==> config.mk <==
export PLATFORM = sky130hd
export DESIGN_NAME = irq_line_aggregator
export DESIGN_NICKNAME = d
export VERILOG_FILES = /design/src/rtl/irq_agg_pkg.sv /design/src/rtl/irq_pin_tracker.sv /design/src/rtl/irq_line_router.sv /design/src/rtl/irq_line_counter.sv /design/src/rtl/irq_line_aggregator.sv
export SDC_FILE = /design/constraint.sdc
export NUM_CORES = 1
export LEC_CHECK = 0
export ABC_AREA = 1
export BUFFER_PORTS_ARGS = -buffer_cell sky130_fd_sc_hd__buf_2
export CORE_UTILIZATION = 47
export CTS_CLUSTER_SIZE = 28
export DETAILED_ROUTE_END_ITERATION = 12
export GPL_ROUTABILITY_DRIVEN = 0
export PLACE_DENSITY_LB_ADDON = 0.05
export SYNTH_ARGS = -nofsm -noshare
export SYNTH_HDL_FRONTEND = slang
export SYNTH_SLANG_ARGS = --single-unit
export TNS_END_PERCENT = 10
==> constraint.sdc <==
create_clock -name clk -period 13.4 [get_ports clk]
set_input_delay 1.34 -clock clk [delete_from_list [all_inputs] [get_ports clk]]
set_output_delay 1.34 -clock clk [all_outputs]
set_load 0.05 [all_outputs]
==> src/rtl/irq_agg_pkg.sv <==
// Package: shared helpers for the interrupt line aggregator.
// Assumes: line index is a pure function of slot and pin numbers.
package irq_agg_pkg;

    // Route a device pin to a shared line: (pin + slot) mod lines.
    function automatic int unsigned route_line(input int unsigned slot,
                                               input int unsigned pin,
                                               input int unsigned lines);
        return (slot + pin) % lines;
    endfunction

endpackage

==> src/rtl/irq_pin_tracker.sv <==
// Module: irq_pin_tracker
// Keeps the last sampled level of every device pin and flags the pins
// that rise or fall in the current cycle.
// Assumes: inputs are synchronous to clk; reset clears stored levels to 0.
module irq_pin_tracker #(
    parameter int unsigned NUM_PINS = 128
) (
    input  logic                clk,
    input  logic                rst_n,
    input  logic [NUM_PINS-1:0] level_i,
    output logic [NUM_PINS-1:0] rise_o,
    output logic [NUM_PINS-1:0] fall_o
);

    logic [NUM_PINS-1:0] level_q;

    // Store the most recent pin levels.
    always_ff @(posedge clk) begin
        if (!rst_n) level_q <= '0;
        else        level_q <= level_i;
    end

    // Compare against stored levels to find changes.
    always_comb begin
        rise_o = level_i & ~level_q;
        fall_o = ~level_i & level_q;
    end

    // stored level equals the input sampled on the previous edge
    a_r2_level_follows: assert property (@(posedge clk) disable iff (!rst_n)
        rst_n |=> (level_q == $past(level_i)));

endmodule

==> src/rtl/irq_line_router.sv <==
// Module: irq_line_router
// Counts, for each shared line, how many pins routed to it rose and how
// many fell in the current cycle.
// Assumes: pins are grouped PINS_PER_SLOT per slot, slot-major order.
module irq_line_router
    import irq_agg_pkg::*;
#(
    parameter int unsigned NUM_SLOTS     = 32,
    parameter int unsigned PINS_PER_SLOT = 4,
    parameter int unsigned NUM_LINES     = 4,
    parameter int unsigned CNT_W         = 8
) (
    input  logic [NUM_SLOTS*PINS_PER_SLOT-1:0] rise_i,
    input  logic [NUM_SLOTS*PINS_PER_SLOT-1:0] fall_i,
    output logic [NUM_LINES-1:0][CNT_W-1:0]    up_o,
    output logic [NUM_LINES-1:0][CNT_W-1:0]    dn_o
);

    localparam int unsigned NUM_PINS = NUM_SLOTS * PINS_PER_SLOT;

    for (genvar l = 0; l < NUM_LINES; l++) begin : g_line
        // Build the selection mask of pins routed to this line.
        logic [NUM_PINS-1:0] sel;
        for (genvar s = 0; s < NUM_SLOTS; s++) begin : g_slot
            for (genvar p = 0; p < PINS_PER_SLOT; p++) begin : g_pin
                assign sel[s*PINS_PER_SLOT+p] =
                    (route_line(s, p, NUM_LINES) == l);
            end
        end

        // Tally rises and falls on this line.
        always_comb begin
            up_o[l] = '0;
            dn_o[l] = '0;
            for (int i = 0; i < NUM_PINS; i++) begin
                up_o[l] = up_o[l] + CNT_W'(rise_i[i] & sel[i]);
                dn_o[l] = dn_o[l] + CNT_W'(fall_i[i] & sel[i]);
            end
        end
    end

endmodule

==> src/rtl/irq_line_counter.sv <==
// Module: irq_line_counter
// Holds the number of asserted sources on one shared line and drives the
// registered line output high while that number is non-zero.
// Assumes: falls never exceed stored count plus rises (tracker guarantees).
module irq_line_counter #(
    parameter int unsigned CNT_W   = 8,
    parameter int unsigned MAX_SRC = 128
) (
    input  logic             clk,
    input  logic             rst_n,
    input  logic [CNT_W-1:0] up_i,
    input  logic [CNT_W-1:0] dn_i,
    output logic             line_o
);

    logic [CNT_W-1:0] cnt_q;
    logic [CNT_W:0]   cnt_wide;
    logic [CNT_W-1:0] cnt_d;

    // Apply the signed net change for this cycle.
    always_comb begin
        cnt_wide = {1'b0, cnt_q} + {1'b0, up_i} - {1'b0, dn_i};
        cnt_d    = cnt_wide[CNT_W-1:0];
    end

    // Register the count and the derived line level together.
    always_ff @(posedge clk) begin
        if (!rst_n) begin
            cnt_q  <= '0;
            line_o <= 1'b0;
        end else begin
            cnt_q  <= cnt_d;
            line_o <= (cnt_d != '0);
        end
    end

    // count never exceeds the number of sources
    a_r8_no_overflow: assert property (@(posedge clk) disable iff (!rst_n)
        cnt_q <= CNT_W'(MAX_SRC));
    // line level matches count being non-zero
    a_r4_line_matches_count: assert property (@(posedge clk) disable iff (!rst_n)
        line_o == (cnt_q != '0));
    // no rises and no falls leave the count unchanged
    a_r2_quiet_hold: assert property (@(posedge clk) disable iff (!rst_n)
        (up_i == '0 && dn_i == '0) |=> $stable(cnt_q));
    // reset clears count and line
    a_r6_reset_clears: assert property (@(posedge clk)
        !rst_n |=> (cnt_q == '0 && !line_o));

endmodule

==> src/rtl/irq_line_aggregator.sv <==
// Module: irq_line_aggregator (top)
// Merges four level interrupt pins per slot onto shared lines using
// per-line source counters driven by pin-change events.
// Assumes: synchronous active-low reset; pin levels synchronous to clk.
module irq_line_aggregator #(
    parameter int unsigned NUM_SLOTS     = 32,
    parameter int unsigned PINS_PER_SLOT = 4,
    parameter int unsigned NUM_LINES     = 4
) (
    input  logic                               clk,
    input  logic                               rst_n,
    input  logic [NUM_SLOTS*PINS_PER_SLOT-1:0] pin_level_i,
    output logic [NUM_LINES-1:0]               line_o
);

    localparam int unsigned NUM_PINS = NUM_SLOTS * PINS_PER_SLOT;
    localparam int unsigned CNT_W    = $clog2(NUM_PINS + 1);

    logic [NUM_PINS-1:0]               rise;
    logic [NUM_PINS-1:0]               fall;
    logic [NUM_LINES-1:0][CNT_W-1:0]   up;
    logic [NUM_LINES-1:0][CNT_W-1:0]   dn;

    irq_pin_tracker #(.NUM_PINS(NUM_PINS)) u_tracker (
        .clk     (clk),
        .rst_n   (rst_n),
        .level_i (pin_level_i),
        .rise_o  (rise),
        .fall_o  (fall)
    );

    irq_line_router #(
        .NUM_SLOTS     (NUM_SLOTS),
        .PINS_PER_SLOT (PINS_PER_SLOT),
        .NUM_LINES     (NUM_LINES),
        .CNT_W         (CNT_W)
    ) u_router (
        .rise_i (rise),
        .fall_i (fall),
        .up_o   (up),
        .dn_o   (dn)
    );

    for (genvar l = 0; l < NUM_LINES; l++) begin : g_cnt
        irq_line_counter #(.CNT_W(CNT_W), .MAX_SRC(NUM_PINS)) u_cnt (
            .clk    (clk),
            .rst_n  (rst_n),
            .up_i   (up[l]),
            .dn_i   (dn[l]),
            .line_o (line_o[l])
        );
    end

    // a pin cannot rise and fall in the same cycle
    a_r3_rise_fall_disjoint: assert property (@(posedge clk) disable iff (!rst_n)
        (rise & fall) == '0);

endmodule

# ---- Word level (Yosys, flattened, before mapping)
# Cells that the tools add are included.
dict set report classes {
  shift 0
  magnitude_cmp 0
  mul 0
  n_reduce_logical 4
  n_bitwise 4
  div 0
  mux 0
  addsub 256
  n_eq_ne 0
}
# cell count
set ops {}
lappend ops {{$add 8x1->8} 228}
lappend ops {{$and 128x128->128} 2}
lappend ops {{$not 128->128} 2}
lappend ops {{$add 8x8->8} 4}
lappend ops {{$reduce_bool 8->1} 4}
lappend ops {{$sub 8x8->8} 4}
lappend ops {{$add 1x1->2} 8}
lappend ops {{$add 7x1->8} 2}
lappend ops {{$add 6x1->7} 2}
lappend ops {{$add 5x1->6} 2}
lappend ops {{$add 4x1->5} 2}
lappend ops {{$add 3x1->4} 2}
lappend ops {{$add 2x1->3} 2}
dict set report totals {
  reg_bits 164
  latch_bits 0
  mem_bits_rw 0
  romBits 0
  inputBits 130
  n_memories 0
}

# ---- Longest topological paths before layout
dict set report depth {
  depth_word 36
  ltp_mapped 28
}

# ---- By module
# A second synthesis with hierarchy kept.
dict set report unflattened {
  cells_unflattened 2319
  area_unflattened_um2 16343.2
}
# mod n_inst seq_area_each_um2 area_per_inst_um2 cells_each
set modules_own_cells {}
lappend modules_own_cells {irq_line_router 1 0.0 6940.4 821}
lappend modules_own_cells {irq_pin_tracker 1 2562.5 5599.1 910}
lappend modules_own_cells {irq_line_counter 4 180.2 950.9 147}

# ---- Least setup slack after synthesis
# Ideal clock, no wire load.
dict set report synth_path {
  path_kind {input -> register}
  start {in pin_level_i[6]}
  end {reg g_cnt[3].u_cnt.line_o}
  setup_slack_ns 6.284
  required_ns 13.279
  arrival_ns 6.995
  path_stages 22
  path_buffers 0
  cell_sequence {or2_2 fa_1 inv_1 fa_1 inv_1 fa_1 fa_1 fa_1 fa_1 fa_1 inv_1 fa_1 inv_1 ha_1 fa_1 xor2_1 inv_1 nand2_1 nor2_1 nand3_1 nand2_1 nand3_1}
}
dict set report synth_via {
  elab_chain_len 35
}
# element line
set synth_lines {}
lappend synth_lines {{start, declared} irq_line_aggregator.sv:12} ;# input logic [NUM_SLOTS*PINS_PER_SLOT-1:0] pin_level_i,
lappend synth_lines {{$and 128x128->128 or $not 128->128 (tied branches)} {irq_pin_tracker.sv:25, irq_pin_tracker.sv:26}}
lappend synth_lines {{$add 1x1->2 or $and 128x128->128 (tied branches)} {irq_line_router.sv:36, irq_pin_tracker.sv:26}}
lappend synth_lines {{$add 2x1->3 or $add 1x1->2 (tied branches)} {irq_line_router.sv:36, irq_line_router.sv:37}}
lappend synth_lines {{$add 3x1->4 or $add 2x1->3 (tied branches)} {irq_line_router.sv:36, irq_line_router.sv:37}}
lappend synth_lines {{$add 4x1->5 or $add 3x1->4 (tied branches)} {irq_line_router.sv:36, irq_line_router.sv:37}}
lappend synth_lines {{$add 5x1->6 or $add 4x1->5 (tied branches)} {irq_line_router.sv:36, irq_line_router.sv:37}}
lappend synth_lines {{$add 6x1->7 or $add 5x1->6 (tied branches)} {irq_line_router.sv:36, irq_line_router.sv:37}}
lappend synth_lines {{$add 7x1->8 or $add 6x1->7 (tied branches)} {irq_line_router.sv:36, irq_line_router.sv:37}}
lappend synth_lines {{$add 8x1->8 or $add 7x1->8 (tied branches)} {irq_line_router.sv:36, irq_line_router.sv:37}}
lappend synth_lines {{$add 8x1->8, on equally long branches (23 in a row)} {irq_line_router.sv:36, irq_line_router.sv:37}}
lappend synth_lines {{$add 8x8->8 or $add 8x1->8 (tied branches)} {irq_line_counter.sv:22, irq_line_router.sv:37}}
lappend synth_lines {{$sub 8x8->8 (*)} irq_line_counter.sv:22} ;# cnt_wide = {1'b0, cnt_q} + {1'b0, up_i} - {1'b0, dn_i};
lappend synth_lines {{$reduce_bool 8->1 (*)} irq_line_counter.sv:33} ;# line_o <= (cnt_d != '0);
lappend synth_lines {{end signal, assigned} irq_line_counter.sv:33}
lappend synth_lines {{end, declared} irq_line_counter.sv:13} ;# output logic line_o
# Mark *: on every way between the ends. The rest lies on a longest branch, timed or not.
# A chain may end at the register's enable or synchronous reset.

# ---- Final worst setup path
# Ends and elaborated chain as after synthesis.

==> summary.txt <==
Flow run
  – Max Cap Violations: 0

Yosys
  – Top cell type by total area after synthesis: fa_1
  – Mapped Nets: 2188
  – Synth Warn #: 0
  – Main area contributors after synthesis: fa_1, dfxtp_1, inv_1, nand2_1, ha_1
  – Count of state elements after synthesis: 164
  – Netlist area before placement: 14100 µm²
  – Top cell type's share of synthesized area: 34.1%
  – Sequential-to-total area share from yosys stat: 23.3%
  – Syn_area_per_cell: 8.08 µm²
  – Distinct cells, synth: 25
  – Post-Synthesis Cells: 1745

Setup path
  – Critical Path RT: 13730 ps
  – Cell mode on critical path: fa_1
  – Critical path type: input pin to flop
  – WP buf/inv: 6
  – Slowest stage delay, CP: 560 ps
  – CP max-delay cell: fa_1
  – Worst-path maximum fanout: 3
  – Crit path DAT: 7390 ps
  – CP delay by family, top: adder cells
  – CP Cell Sequence: buf_2, or2_2, fa_1, inv_1, fa_1, inv_1, fa_1, fa_1, fa_1, fa_1, fa_1, inv_1, fa_1, inv_1, ha_1, fa_1, xor2_1, inv_1, nand2_1, nor2_1, nand3_1, nand2_1, nand3_1
  – Setup crit end kind: flop
  – Startpoint types: input pin

Floorplan
  – Width of the die: 175 µm
  – Initial Util: 47.7%
  – Die footprint: 30700 µm²
  – Core area: 29600 µm²
  – # IOs: 134
  – Die H: 175 µm
  – Row cnt: 63

Global route
  – Vias in the first global route: 9931
  – Global-route wire length before repair: 47400 µm
  – Largest net degree at the start of global routing: 67
  – Initial antenna violation count: 0
  – GRT Overall Usage: 20.0%
  – Total grt overflow: 0

Detailed routing
  – Drc violations: 0
  – Via count: 9508
  – Drt via density: 4.17
  – Routed Antenna Nets: 0
  – Drt initial violations: 307
  – TritonRoute pass-1 iters: 4
  – WL/cell: 12.1 µm
  – Drt total wl: 27600 µm

STA
  – RSZ-0062 raised after global routing: false
  – Final setup viols: 0
  – Fmax: 0.142 GHz
  – Slew headroom: 50.3%
  – Final min period: 7060 ps
  – Hold Violations, Final: 0
  – Fin crit share: 52.7%
  – Worst-Margin Slew: 745 ps
  – Fin Setup TNS: 0 ps
  – Final Skew: 11.4 ps
  – Max Slew Vio Count: 0

Place
  – Dpl hpwl: 23900 µm
  – PortBufs: 133

Final layout
  – Final-stage net count: 2319
  – # diodes: 0
  – Area grow syn2layout: 11.4%
  – Fraction of layout cells with a size suffix above 1: 11.0%
  – Fill count: 2886

Clocking
  – CTS hold repair buffers: 0
  – TritonCTS buffer count: 17
  – Setup bufs post-CTS: 0
  – CTS sink cnt: 164
  – CTS tree: done
  – CTS clk-pin slew, worst paths: 70 ps
  – Post_cts resized: 0
  – Clk buf depth: 2
  – Clock latency on the worst-skew pair: 450 ps
  – Number of H-tree levels: 4
  – CTS Root Buffer Type: clkbuf_16

Outcome
  – Status: complete, no violations

Worst hold path
  – Hold WC Path Type: flop to flop
[synthesized netlist by cell type]
| master | number |
|---|---|
| or2_2 | 27 |
| dfxtp_1 | 164 |
| ha_1 | 73 |
| a21oi_2 | 1 |
| xnor2_1 | 2 |
| nor3_2 | 1 |
| fa_1 | 240 |
| nand2_2 | 5 |
| o21ai_2 | 2 |
| inv_1 | 655 |
| nand4_1 | 12 |
| nand3_1 | 30 |
| xor2_1 | 8 |
| o21ai_1 | 3 |
| nand2_1 | 284 |
| o21ai_0 | 1 |
| nand3_2 | 2 |
| nor2_1 | 189 |
| buf_4 | 4 |
| buf_2 | 16 |
| buf_6 | 2 |
| clkbuf_1 | 1 |
| inv_2 | 3 |
| nand3b_1 | 10 |
| a21oi_1 | 10 |
[cell families (layout without fill, tap and decap cells)]
| family | count (synthesis) | in the layout | synth area share [%] |
|---|---|---|---|
| AOI/OAI and AO/OA | 17 | 17 | 0.683 |
| xor gates and xnor gates | 10 | 10 | 0.621 |
| adders and majority gates | 313 | 313 | 40.6 |
| buffers and inverters | 681 | 825 | 18.5 |
| DFF | 164 | 164 | 23.3 |
| and+or+nand+nor | 560 | 560 | 16.4 |
[placed cells by master (no fill, tap or decap), types with 5 or more instances in the layout]
master	instances
xor2_1	8
fa_1	240
ha_1	73
nand3b_1	10
clkinvlp_4	7
a21oi_1	10
nand4_1	12
dfxtp_1	164
or2_2	27
clkbuf_16	17
nor2_1	189
nand2_2	5
inv_1	655
buf_2	132
nand3_1	30
nand2_1	284
[metrics by stage]
stage / hold WS, ps / instances / worst slack (ps) / utilization (%) / instance area, µm²
2_1_floorplan: 574 / 1745 / 6280 / - / 14100
3_3_place_gp: 633 / 2247 / 5950 / 51.2 / 15100
3_5_place_dp: 626 / 2247 / 5850 / 51.2 / 15100
4_1_cts: 644 / 2279 / 6320 / 53.1 / 15700
5_1_grt: 692 / 2279 / 6080 / 53.1 / 15700
6_report: 639 / 2279 / 6340 / 53.1 / 15700
[worst register-to-register path: stages (launching register included)]
cell and delay (ps):
dfxtp_1 320, inv_1 50, or2_2 280, fa_1 530
inv_1 50, fa_1 530, inv_1 60, fa_1 440
fa_1 520, fa_1 520, fa_1 530, fa_1 560
inv_1 60, fa_1 530, inv_1 40, ha_1 230
fa_1 430, xor2_1 160, inv_1 70, nand2_1 50
nor2_1 90, nand3_1 80, nand2_1 70, nand3_1 80
[state kept, by name (all words and copies together), names as in the netlist]
signal and cells:
u_tracker.level_q 128, g_cnt.u_cnt.cnt_q 32, g_cnt.u_cnt.line_o 4
[final timing paths]
path | startpoint | end | slack [ps] | cells after the start
setup / recovery | pin_level_i[6] | g_cnt[3].u_cnt.line_o | 6340 | 23
hold / removal | u_tracker.level_q[15] | g_cnt[2].u_cnt.cnt_q[0] | 640 | 4
setup reg to reg | u_tracker.level_q[6] | g_cnt[3].u_cnt.line_o | 7000 | 23
hold reg to reg | u_tracker.level_q[15] | g_cnt[2].u_cnt.cnt_q[0] | 640 | 4
[routing by layer]
| layer | part of all wire (%) | vias to the layer above | track usage, % |
|---|---|---|---|
| met5 | 0 | - | 0 |
| met2 | 49 | 102 | 32.9 |
| met1 | 47 | 4389 | 27.3 |
| met4 | 1.0 | 0 | 4.96 |
| met3 | 3.1 | 20 | 3.83 |
| li1 | - | 4997 | - |
[area by class of cell]
type | count | area [µm²] | area share (%)
Tap cell | 390 | 488 | 3.11
Multi-Input combinational cell | 900 | 8210 | 52.3
Inverter | 658 | 2470 | 15.7
Sequential cell | 164 | 3280 | 20.9
Timing Repair Buffer | 135 | 683 | 4.35
Clock inverter | 13 | 126 | 0.805
Clock buffer | 19 | 443 | 2.82
Power is left out: the tool's default activity adds up to more than one toggle a clock period on the data nets, which glitch-free logic cannot reach.
